[config.mk]
export PLATFORM = sky130hd
export DESIGN_NAME = gpio_port
export DESIGN_NICKNAME = d
export VERILOG_FILES = /design/src/rtl/gpio_port_pkg.sv /design/src/rtl/gpio_in_qual.sv /design/src/rtl/gpio_irq_cell.sv /design/src/rtl/gpio_regfile.sv /design/src/rtl/gpio_port.sv
export SDC_FILE = /design/constraint.sdc
export NUM_CORES = 1
export LEC_CHECK = 0
export BUFFER_PORTS_ARGS = -buffer_cell sky130_fd_sc_hd__buf_2
export CORE_MARGIN = 4
export CORE_UTILIZATION = 58
export CTS_CLUSTER_DIAMETER = 150
export DETAILED_ROUTE_END_ITERATION = 12
export HOLD_SLACK_MARGIN = 0.03
export PLACE_DENSITY = 0.8
export REMOVE_ABC_BUFFERS = 1
export SKIP_LAST_GASP = 1
export SYNTH_ARGS = -nofsm -noshare
export SYNTH_HDL_FRONTEND = slang
export SYNTH_SLANG_ARGS = --single-unit
[constraint.sdc]
create_clock -name clk -period 2.2 [get_ports clk]
set_input_delay 0.55 -clock clk [delete_from_list [all_inputs] [get_ports clk]]
set_output_delay 0.55 -clock clk [all_outputs]
set_load 0.02 [all_outputs]
[src/rtl/gpio_port_pkg.sv]
`timescale 1ns/1ps
package gpio_port_pkg;
  localparam int ADDR_W = 3;

  typedef enum logic [ADDR_W-1:0] {
    RA_DIR  = 3'd0,
    RA_DOUT = 3'd1,
    RA_DIN  = 3'd2,
    RA_IEN  = 3'd3,
    RA_MODE = 3'd4,
    RA_POL  = 3'd5,
    RA_STAT = 3'd6,
    RA_NONE = 3'd7
  } reg_addr_e;
endpackage

[src/rtl/gpio_in_qual.sv]
`timescale 1ns/1ps
// Synchronizer chain followed by a two-sample stability filter.
module gpio_in_qual #(
  parameter int WIDTH       = 13,
  parameter int SYNC_STAGES = 2
) (
  input  logic             clk,
  input  logic             rst_n,
  input  logic [WIDTH-1:0] pin_raw,
  output logic [WIDTH-1:0] level_q,
  output logic [WIDTH-1:0] rise_p,
  output logic [WIDTH-1:0] fall_p
);
  localparam int CHAIN = SYNC_STAGES + 1;

  logic [CHAIN-1:0][WIDTH-1:0] chain_q;
  logic [WIDTH-1:0] cur, prev, stable, upd;

  always_ff @(posedge clk or negedge rst_n) begin
    if (!rst_n) chain_q <= '0;
    else        chain_q <= {chain_q[CHAIN-2:0], pin_raw};
  end

  assign cur    = chain_q[SYNC_STAGES-1];
  assign prev   = chain_q[SYNC_STAGES];
  assign stable = ~(cur ^ prev);
  assign upd    = stable & (cur ^ level_q);
  assign rise_p = upd & cur;
  assign fall_p = upd & ~cur;

  always_ff @(posedge clk or negedge rst_n) begin
    if (!rst_n) level_q <= '0;
    else        level_q <= (level_q & ~upd) | (cur & upd);
  end
endmodule

[src/rtl/gpio_irq_cell.sv]
`timescale 1ns/1ps
// One pin's interrupt detector: sticky edge flag or live level match.
module gpio_irq_cell (
  input  logic clk,
  input  logic rst_n,
  input  logic is_in,
  input  logic mode_edge,
  input  logic pol_pos,
  input  logic level,
  input  logic rise,
  input  logic fall,
  input  logic clr,
  output logic edge_flag,
  output logic stat
);
  logic hit;

  assign hit = is_in & (pol_pos ? rise : fall);

  always_ff @(posedge clk or negedge rst_n) begin
    if (!rst_n)          edge_flag <= 1'b0;
    else if (!mode_edge) edge_flag <= 1'b0;
    else if (hit)        edge_flag <= 1'b1;
    else if (clr)        edge_flag <= 1'b0;
  end

  assign stat = mode_edge ? edge_flag : (is_in & (level == pol_pos));
endmodule

[src/rtl/gpio_regfile.sv]
`timescale 1ns/1ps
// Configuration registers, clear strobes and registered read mux.
module gpio_regfile
  import gpio_port_pkg::*;
#(
  parameter int WIDTH = 13
) (
  input  logic              clk,
  input  logic              rst_n,
  input  logic              bus_sel,
  input  logic              bus_wr,
  input  logic [ADDR_W-1:0] bus_addr,
  input  logic [WIDTH-1:0]  bus_wdata,
  output logic [WIDTH-1:0]  bus_rdata,
  input  logic [WIDTH-1:0]  din,
  input  logic [WIDTH-1:0]  stat_view,
  output logic [WIDTH-1:0]  dir_q,
  output logic [WIDTH-1:0]  dout_q,
  output logic [WIDTH-1:0]  ien_q,
  output logic [WIDTH-1:0]  mode_q,
  output logic [WIDTH-1:0]  pol_q,
  output logic [WIDTH-1:0]  stat_clr
);
  reg_addr_e        addr;
  logic             wr_en, rd_en;
  logic [WIDTH-1:0] rd_mux;

  assign addr  = reg_addr_e'(bus_addr);
  assign wr_en = bus_sel & bus_wr;
  assign rd_en = bus_sel & ~bus_wr;

  always_ff @(posedge clk or negedge rst_n) begin
    if (!rst_n) begin
      dir_q  <= '0;
      dout_q <= '0;
      ien_q  <= '0;
      mode_q <= '0;
      pol_q  <= '1;
    end else if (wr_en) begin
      case (addr)
        RA_DIR:  dir_q  <= bus_wdata;
        RA_DOUT: dout_q <= bus_wdata;
        RA_IEN:  ien_q  <= bus_wdata;
        RA_MODE: mode_q <= bus_wdata;
        RA_POL:  pol_q  <= bus_wdata;
        default: ;
      endcase
    end
  end

  assign stat_clr = (wr_en && addr == RA_STAT) ? bus_wdata : '0;

  always_comb begin
    case (addr)
      RA_DIR:  rd_mux = dir_q;
      RA_DOUT: rd_mux = dout_q;
      RA_DIN:  rd_mux = din;
      RA_IEN:  rd_mux = ien_q;
      RA_MODE: rd_mux = mode_q;
      RA_POL:  rd_mux = pol_q;
      RA_STAT: rd_mux = stat_view;
      default: rd_mux = '0;
    endcase
  end

  always_ff @(posedge clk or negedge rst_n) begin
    if (!rst_n)     bus_rdata <= '0;
    else if (rd_en) bus_rdata <= rd_mux;
  end
endmodule

[src/rtl/gpio_port.sv]
`timescale 1ns/1ps
module gpio_port
  import gpio_port_pkg::*;
#(
  parameter int WIDTH       = 13,
  parameter int SYNC_STAGES = 2
) (
  input  logic              clk,
  input  logic              rst_n,
  input  logic              bus_sel,
  input  logic              bus_wr,
  input  logic [ADDR_W-1:0] bus_addr,
  input  logic [WIDTH-1:0]  bus_wdata,
  output logic [WIDTH-1:0]  bus_rdata,
  input  logic [WIDTH-1:0]  pad_in,
  output logic [WIDTH-1:0]  pad_oe,
  output logic [WIDTH-1:0]  pad_out,
  output logic              irq
);
  logic [WIDTH-1:0] level_q, rise_p, fall_p;
  logic [WIDTH-1:0] dir_q, dout_q, ien_q, mode_q, pol_q, stat_clr;
  logic [WIDTH-1:0] estat_vec, stat_view;

  gpio_in_qual #(.WIDTH(WIDTH), .SYNC_STAGES(SYNC_STAGES)) u_qual (
    .clk(clk), .rst_n(rst_n), .pin_raw(pad_in),
    .level_q(level_q), .rise_p(rise_p), .fall_p(fall_p)
  );

  gpio_regfile #(.WIDTH(WIDTH)) u_regs (
    .clk(clk), .rst_n(rst_n),
    .bus_sel(bus_sel), .bus_wr(bus_wr), .bus_addr(bus_addr),
    .bus_wdata(bus_wdata), .bus_rdata(bus_rdata),
    .din(level_q), .stat_view(stat_view),
    .dir_q(dir_q), .dout_q(dout_q), .ien_q(ien_q),
    .mode_q(mode_q), .pol_q(pol_q), .stat_clr(stat_clr)
  );

  for (genvar i = 0; i < WIDTH; i++) begin : g_bit
    gpio_irq_cell u_cell (
      .clk(clk), .rst_n(rst_n),
      .is_in(~dir_q[i]), .mode_edge(mode_q[i]), .pol_pos(pol_q[i]),
      .level(level_q[i]), .rise(rise_p[i]), .fall(fall_p[i]),
      .clr(stat_clr[i]),
      .edge_flag(estat_vec[i]), .stat(stat_view[i])
    );
  end

  assign pad_oe  = dir_q;
  assign pad_out = dout_q;
  assign irq     = |(stat_view & ien_q);
endmodule

* Word-level counts from Yosys, hierarchy flattened
Index checks and enable logic that the tools add are counted.
** Storage, ports and cells
- Bits in registers :: 143
- Bits in latches :: 0
- Bits in writable memories :: 0
- Memory bits (read-only) :: 0
- Bits of input ports :: 33
- Output and inout bits :: 40
- Logic and storage cells :: 183
- Memories :: 0
** Cells by class
- Add/subtract/negate cells :: 0
- $mul :: 0
- Div/mod/pow operators :: 0
- Order comparisons :: 0
- Eq/ne operators :: 32
- Shift operators :: 0
- Multiplexer cells :: 67
- Bitwise operators :: 53
- Reduce and logical (&&, ||, !) cells :: 8
** Operator list (number)
- 13-bit one-hot mux with 7 select lines :: 1
- 13-bit bitwise AND :: 5
- 1-bit 2-to-1 mux :: 65
- 3-bit by 2-bit != test with 1-bit output (second input constant) :: 13
- 13-bit inverter :: 3
- 1-bit bitwise AND :: 28
- 13-bit XOR :: 2
- 1-bit inverter :: 14
- 1-bit == test :: 13
- 13-bit 2-to-1 mux :: 1
- 13-bit bitwise OR :: 1
- 13-bit OR reduction :: 1
- 2-bit AND reduction :: 5
- 3-bit == test (second input constant) :: 3
- 3-bit by 2-bit == test with 1-bit output (second input constant) :: 2
- 3-bit by 1-bit == test with 1-bit output (second input constant) :: 1
- 3-bit logical NOT :: 1
- 1-bit logical AND :: 1

* Depth between registers and ports, before layout
Gate-level depths: netlist (run 1).
- Word-level depth :: 8
- Mapped depth :: 7
- Mapped depth without buffers :: 5

* By module
From an unflattened synthesis (run 1), not the netlist that was laid out.
** Second synthesis, totals
- Cells, all modules :: 545
- Area total of the unflattened synthesis :: 6688.9 um^2
** Modules (own cells, without submodules)
- gpio_regfile :: times used 1, cells an instance 316, area each 3928.8 um^2, sequential area each 1968.1 um^2
- gpio_in_qual :: times used 1, cells an instance 91, area each 1675.4 um^2, sequential area each 1301.2 um^2
- gpio_irq_cell :: times used 13, cells an instance 9, area each 75.1 um^2, sequential area each 25.0 um^2
- gpio_port :: times used 1, cells an instance 21, area each 108.9 um^2, sequential area each 0.0 um^2

* Least setup slack after synthesis (run 1)
Ideal clock, no wire load.
- Kind :: in2reg
- From :: input port bus_addr[0]
- To :: register u_regs.mode_q[10]
- Setup time :: 125 ps
- Arrival :: 1834 ps
- Required time :: 2075 ps
- Path slack :: 241 ps
- Stages on the path :: 7
- Path buffers :: 3
- Cells stage by stage :: buf_4 > inv_1 > buf_2 > nand2_1 > nor2_1 > buf_2 > mux2_2
** On the way
- Cells in the longest elaborated chain, start to end :: 2
** Ends and longest elaborated chain
- start, declared :: line gpio_port.sv:12 : input logic [ADDR_W-1:0] bus_addr,
- 3-bit == test :: line gpio_regfile.sv:40 : case (addr)
- 2-bit AND reduction (no line)
- end signal, assigned :: line gpio_regfile.sv:44 : RA_MODE: mode_q <= bus_wdata;
- end, declared :: line gpio_regfile.sv:20 : output logic [WIDTH-1:0] mode_q,
Every way passes these cells.
A chain may end at the register's enable or synchronous reset.

* Final worst setup path (run 1)
- From :: register u_regs.pol_q[6]
- To :: output port irq
** On the way
- Cells in the longest elaborated chain, start to end :: 5
** Ends and longest elaborated chain
- start, declared :: line gpio_regfile.sv:21 : output logic [WIDTH-1:0] pol_q,
- start signal, assigned :: line gpio_regfile.sv:45 : RA_POL: pol_q <= bus_wdata;
- 1-bit == test :: line gpio_irq_cell.sv:27 : assign stat = mode_edge ? edge_flag : (is_in & (level == pol_pos));
- 1-bit bitwise AND :: line gpio_irq_cell.sv:27
- 1-bit 2-to-1 mux :: line gpio_irq_cell.sv:27
- 13-bit bitwise AND :: line gpio_port.sv:50 : assign irq = |(stat_view & ien_q);
- 13-bit OR reduction :: line gpio_port.sv:50
- end, declared :: line gpio_port.sv:18 : output logic irq
Every way passes these cells.

==> impl_metrics.csv, run 1 <==
group,metric,value,unit
status,outcome,"finished, violations left",
status,violations,"setup timing",
pwr,power.switching,0.00231,W
job,maxCapViolations,0,
detailed_routing,drt_pass1_iterations,5,
pwr,peakVddDrop,1100,uV
timing,hold_viol,0,
timing,slew_viol_final,0,
pwr,power_frac_seq,45.3,%
grt,grt_pass1_vias,4868,
critical_path,path_max_fanout,2,
clock_tree,clk-insertion-delay-late,0.54,ns
worst_hold_path,worstHoldStart,"pad_in[8]",
timing,fin_crit,2.64,ns
timing,rsz0062_at_grt,"yes",
yosys,synth_edf_count,0,
clock_tree,clkTransAtPathRegs,0.06,ns
yosys,async_flop_share,100,%
worst_hold_path,min_path_type,"input pin to register",
pwr,swShare,29.7,%
timing,max_slew_margin,47.4,%
yosys,ys_warn_count,0,
timing,fin_crit_sh,120,%
critical_path,r2r_cells,5,
detailed_routing,antenna_left,0,
critical_path,required,1.65,ns
yosys,ys_seq_area_share,56.4,%
floorplan,start_util,59.1,%
critical_path,reg2reg_from,"u_regs.pol_q[10]",
floorplan,die_w,113,um
timing,finClkSkew,0.00589,ns
critical_path,cp-startpoint,"u_regs.pol_q[6]",
placed_design,port_buffers,72,
detailed_routing,drt_iter0_drc,463,
clock_tree,cts.htree.levels,4,
grt,antenna_found_initial,0,
timing,fmax,0.378,GHz
clock_tree,cts_tree,"built",
floorplan,die_area,12700,um2
cells_and_area,antenna_cells,0,
pwr,power.density,998,nW/um2
grt,grt_overflow,0,
worst_hold_path,hold_end,"u_qual.chain_q[8]",
grt,grt_usage,26.5,%
yosys,synthCells,503,
timing,max_slew.worst_pin.slew,0.786,ns
grt,grt_max_degree,49,
floorplan,io_pins,73,
critical_path,r2r_slack,0.55,ns
clock_tree,clock-root-buffer,"clkbuf_8",
detailed_routing,drc,0,
detailed_routing,num_vias,4782,
pwr,leakage,3.43,nW
timing,finalWorstSetupSlack,-0.443,ns
detailed_routing,routedWlPerCell,20.4,um
yosys,ys_top_cells_by_area,"dfrtp_1 (51%), mux2_2 (9.9%), dfstp_2 (5.4%), a21oi_1 (3.8%), mux2i_1 (2.8%)",
yosys,synth_cell_types,46,
worst_hold_path,hold_path_depth,1,
yosys,postSynthAreaPerCell,12.7,um2
critical_path,criticalPathCategory,"register to output port",
timing,finalSetupViolations,1,
grt,grt_pass1_wl,26.0,mm
critical_path,worstSetupEndpointType,"output port",
floorplan,coreArea,10800,um2
yosys,synth_top_area_share,51.0,%
critical_path,arrival,2.09,ns
clock_tree,clock-sinks,143,
pwr,combPwrFrac,21.5,%
yosys,syn_area,6380,um2
placed_design,dp_cells,739,
critical_path,r2r-end,"g_bit[10].u_cell.edge_flag",
timing,fin_setup_tns,-0.443,ns
pwr,internal-power,0.00546,W
floorplan,num_rows,38,
cells_and_area,final_nets,653,
detailed_routing,wl,15.8,mm
cells_and_area,drive_gt1_share,40.0,%
pwr,clock_power_share,33.2,%
yosys,yosys.area.top_type,"dfrtp_1",
yosys,synthFlopType,"dfrtp_1",
critical_path,crit_path_start_kind,"register",
placed_design,place.gp.congestion,0.947,
placed_design,hpwl,10.8,mm
cells_and_area,final_cells,772,
floorplan,die_h,113,um
clock_tree,clock_path_buffers,2,
detailed_routing,vias_per_cell,6.19,
cells_and_area,area_growth,22.0,%
yosys,ys_ff_latch,143,
clock_tree,cts_buffers,17,
## cell families (layout without fill, tap and decap cells)
logic type / count (synthesis) / in the layout / synth area share (%)
and+or+nand+nor: 120 / 120 / 11.0
buffers and inverters: 24 / 153 / 2.28
DFF: 143 / 143 / 56.4
AOI/OAI and AO/OA: 101 / 101 / 9.46
muxes: 90 / 90 / 17.2
adders and majority gates: 13 / 13 / 2.04
xor gates and xnor gates: 12 / 12 / 1.65
## cells in the final DEF, fill, tap and decap left out, drive strengths merged, types with 9 or more instances in the layout
cell	netlist	final
clkbuf	5	24
nand4b	13	13
mux2i	18	18
xor2	10	10
maj3	13	13
nor2	20	20
or4b	12	12
nor3	11	11
dfrtp	130	130
dfstp	13	13
nand2	26	26
nor2b	16	16
o21ai	17	17
a21oi	49	49
buf	15	117
nand3	9	9
mux2	66	66
## Yosys cell counts, types with 6 or more instances
cell and n:
a21oi_1 49, buf_2 6, dfrtp_1 130, dfstp_2 13, maj3_1 13, mux2_2 56, mux2_4 10, mux2i_1 18
mux4_2 6, nand2_1 26, nand3_1 9, nand4b_1 13, nor2_1 20, nor2b_1 16, nor3_1 11, o21ai_0 17
o22a_1 8, o22ai_1 8, or4b_2 12, xor2_1 10
## critical path: stages (launching register included)
cell and delay [ns]:
dfstp_2 0.54, xor2_1 0.17, nor3_2 0.08, a221oi_2 0.25
and4_1 0.26, nand3_2 0.11, buf_6 0.15
## metrics by stage
step / power (W) / util [%] / hold WS (ns) / area, um2 / setup slack (ns)
floorplan: 0.00443 / - / 0.254 / 6250 / -0.000253
global placement: 0.00504 / 66.6 / 0.333 / 7190 / 0.0101
detailed placement: 0.00513 / 66.6 / 0.336 / 7190 / -0.00437
CTS: 0.00778 / 71.9 / 0.0889 / 7750 / -0.521
global route: 0.00813 / 72.1 / 0.0862 / 7780 / -0.556
finish: 0.00776 / 72.1 / 0.114 / 7780 / -0.443
## area by class of cell
class,instances,area [um2]
Clock buffer,24,460
Clock inverter,7,65.1
Fill cell,722,3020
Inverter,4,17.5
Multi-Input combinational cell,336,2690
Sequential cell,143,3590
Tap cell,140,175
Timing Repair Buffer,118,771
## repair_timing
action                                  4_1_cts  5_1_grt
setup buffers                                 0        1
resized for setup                             7        3
endpoints found under the hold margin        39        0
hold buffers                                  1        0
endpoints found under the setup margin        1        1
pin swaps                                     4        3
## power by group through the flow
stage / Clock, W / Combinational (W) / Sequential, W
3_5_place_dp: 0 / 0.00160 / 0.00353
4_1_cts: 0.00262 / 0.00166 / 0.00350
6_report: 0.00258 / 0.00167 / 0.00352
2_1_floorplan: 0 / 0.000802 / 0.00363
5_1_grt: 0.00274 / 0.00181 / 0.00358
3_3_place_gp: 0 / 0.00154 / 0.00350
## how the worst max path moves through the flow
stage | to | slack, ns
2_1_floorplan | u_regs.dout_q[0] | -0.0003
3_3_place_gp | irq | 0.01
3_5_place_dp | irq | -0.004
4_1_cts | irq | -0.52
5_1_grt | irq | -0.56
6_report | irq | -0.44
## layer usage
layer	track usage [%]	up-vias	wire, um
li1	-	2116	-
met5	0	-	0
met4	10.3	0	439
met1	35.6	2448	6600
met2	41.4	180	7730
met3	7.33	38	1020
No activity file was read; power rests on OpenSTA's default activity.
==> run 2, diff against run 1 <==
--- a/config.mk
+++ b/config.mk
@@ -7,11 +7,11 @@
 export LEC_CHECK = 0
 export BUFFER_PORTS_ARGS = -buffer_cell sky130_fd_sc_hd__buf_2
 export CORE_MARGIN = 4
-export CORE_UTILIZATION = 58
+export CORE_UTILIZATION = 53
 export CTS_CLUSTER_DIAMETER = 150
 export DETAILED_ROUTE_END_ITERATION = 12
 export HOLD_SLACK_MARGIN = 0.03
-export PLACE_DENSITY = 0.8
+export PLACE_DENSITY = 0.77
 export REMOVE_ABC_BUFFERS = 1
 export SKIP_LAST_GASP = 1
 export SYNTH_ARGS = -nofsm -noshare
==> constraint.sdc (replaced) <==
create_clock -name clk -period 2.4 [get_ports clk]
set_input_delay 0.6 -clock clk [delete_from_list [all_inputs] [get_ports clk]]
set_output_delay 0.6 -clock clk [all_outputs]
set_load 0.02 [all_outputs]
==> run 2 against run 1 <==
Net effect: the flow still finishes with violations (setup timing); sequential cell count unchanged; clock-buffer cell count increased by 1; wire length decreased by 1.8%; via count decreased by 2.4%; clock power increased by 3%; die area increased by 8.8%; non-clock buffer count decreased by 11; sequential power decreased by 8.2%; design area decreased by 0.27%; register-to-register slack improved by 0.19 ns; core utilization decreased by 5.3 points.
==> impl_metrics.csv, run 2 (synthesis gave the netlist of run 1 again) <==
group,metric,value,unit
grt,grt_max_degree,55,
clock_tree,cts.htree.levels,4,
placed_design,port_buffers,72,
clock_tree,clock_path_buffers,2,
timing,rsz0062_at_grt,"yes",
detailed_routing,drt_iter0_drc,431,
worst_hold_path,min_path_type,"input pin to async pin",
detailed_routing,vias_per_cell,6.11,
cells_and_area,drive_gt1_share,39.5,%
critical_path,required,1.80,ns
clock_tree,cts_buffers,17,
grt,grt_usage,23.5,%
floorplan,die_h,118,um
timing,whs,0.141,ns
clock_tree,clock-sinks,143,
clock_tree,hold_buffers,0,
floorplan,coreArea,11600,um2
detailed_routing,drt_pass1_iterations,5,
detailed_routing,drc,0,
timing,finClkSkew,0.00459,ns
cells_and_area,final_common_cell,"dfrtp_1",
cells_and_area,antenna_cells,0,
detailed_routing,antenna_left,0,
critical_path,arrival,1.99,ns
placed_design,dp_slack,0.156,ns
critical_path,path_max_fanout,4,
critical_path,crit_path_start_kind,"register",
timing,fmax,0.387,GHz
cells_and_area,final_cell_mix,"dfrtp_1 (130), buf_2 (70), mux2_2 (56)",
critical_path,criticalPathCategory,"register to output port",
floorplan,num_rows,39,
pwr,peakVddDrop,561,uV
detailed_routing,num_vias,4669,
floorplan,io_pins,73,
grt,grt_overflow,0,
status,violations,"setup timing",
timing,max_slew_margin,50.3,%
timing,finalWorstSetupSlack,-0.185,ns
job,maxCapViolations,0,
placed_design,hpwl,10.4,mm
pwr,power.density,952,nW/um2
critical_path,worstSetupEndpointType,"output port",
cells_and_area,final_core_util,66.8,%
timing,fin_crit_sh,108,%
cells_and_area,area_growth,21.6,%
grt,antenna_found_initial,0,
cells_and_area,design_area,7760,um2
timing,max_slew.worst_pin.slew,0.742,ns
clock_tree,cts_tree,"built",
detailed_routing,routedWlPerCell,20.3,um
timing,fin_crit,2.59,ns
status,outcome,"finished, violations left",
floorplan,start_util,54.9,%
clock_tree,clkTransAtPathRegs,0.06,ns
clock_tree,clk-insertion-delay-late,0.42,ns
placed_design,placed_area,7040,um2
placed_design,place.gp.congestion,0.854,
floorplan,die_w,118,um
timing,hold_viol,0,
floorplan,die_area,13800,um2
pwr,leakage,3.41,nW
clock_tree,clock-root-buffer,"clkbuf_16",
cells_and_area,final_nets,642,
grt,grt_pass1_vias,4882,
timing,slew_viol_final,0,
grt,grt_pass1_wl,25.7,mm
detailed_routing,wl,15.5,mm
timing,finalSetupViolations,1,
-- run 2: worst max-delay path, cell delays in order, from the launching register on --
cell	delay (ns)
dfstp_2	0.56
nand2b_1	0.08
and4_1	0.22
a221oi_2	0.17
and4_1	0.27
nand3_2	0.12
buf_6	0.16
-- run 2: metal layers --
metal	wire length (um)	GRT usage [%]	vias up
met5	0	0	-
met4	443	10.5	0
met3	928	5.57	36
met2	7460	36.8	159
met1	6670	31.3	2391
li1	-	-	2083
-- run 2: path summary, 6_finish.rpt --
kind,startpoint,end,slack [ns],cells after the start
hold reg to reg,u_qual.chain_q[12],u_qual.cur[12],0.34,0
hold / removal,rst_n,u_qual.cur[0],0.14,1
max in group asynchronous,rst_n,u_regs.pol_q[9],1.59,2
min in group clk,pad_in[1],u_qual.chain_q[1],0.29,1
setup / recovery,u_regs.pol_q[11],irq,-0.19,6
setup reg to reg,u_regs.pol_q[6],g_bit[6].u_cell.edge_flag,0.74,5
-- run 2: timing repair --
item | 4_1_cts | 5_1_grt
buffers inserted | 6 | 1
gates cloned | 0 | 0
resized for setup | 6 | 5
setup endpoints to repair | 1 | 1
pin swaps | 6 | 5
-- run 2: report_power, final --
group	switching, W	internal, W
combinational	0.000751	0.000744
clock	0.000929	0.00173
sequential	0.000404	0.00282
total	0.00208	0.00530
-- run 2: metrics by stage --
stage                     power, W  std cells  TNS [ns]
after floorplan            0.00406        483         0
after global placement     0.00457        726         0
after detailed placement   0.00464        726         0
after CTS                  0.00739        763    -0.200
after global routing       0.00775        764    -0.254
final                      0.00739        764    -0.185
-- run 2: layout make-up --
cell class	instances	area (um2)
Fill cell	865	3860
Inverter	4	17.5
Clock buffer	25	495
Sequential cell	143	3590
Clock inverter	6	105
Tap cell	143	179
Multi-Input combinational cell	336	2700
Timing Repair Buffer	107	661
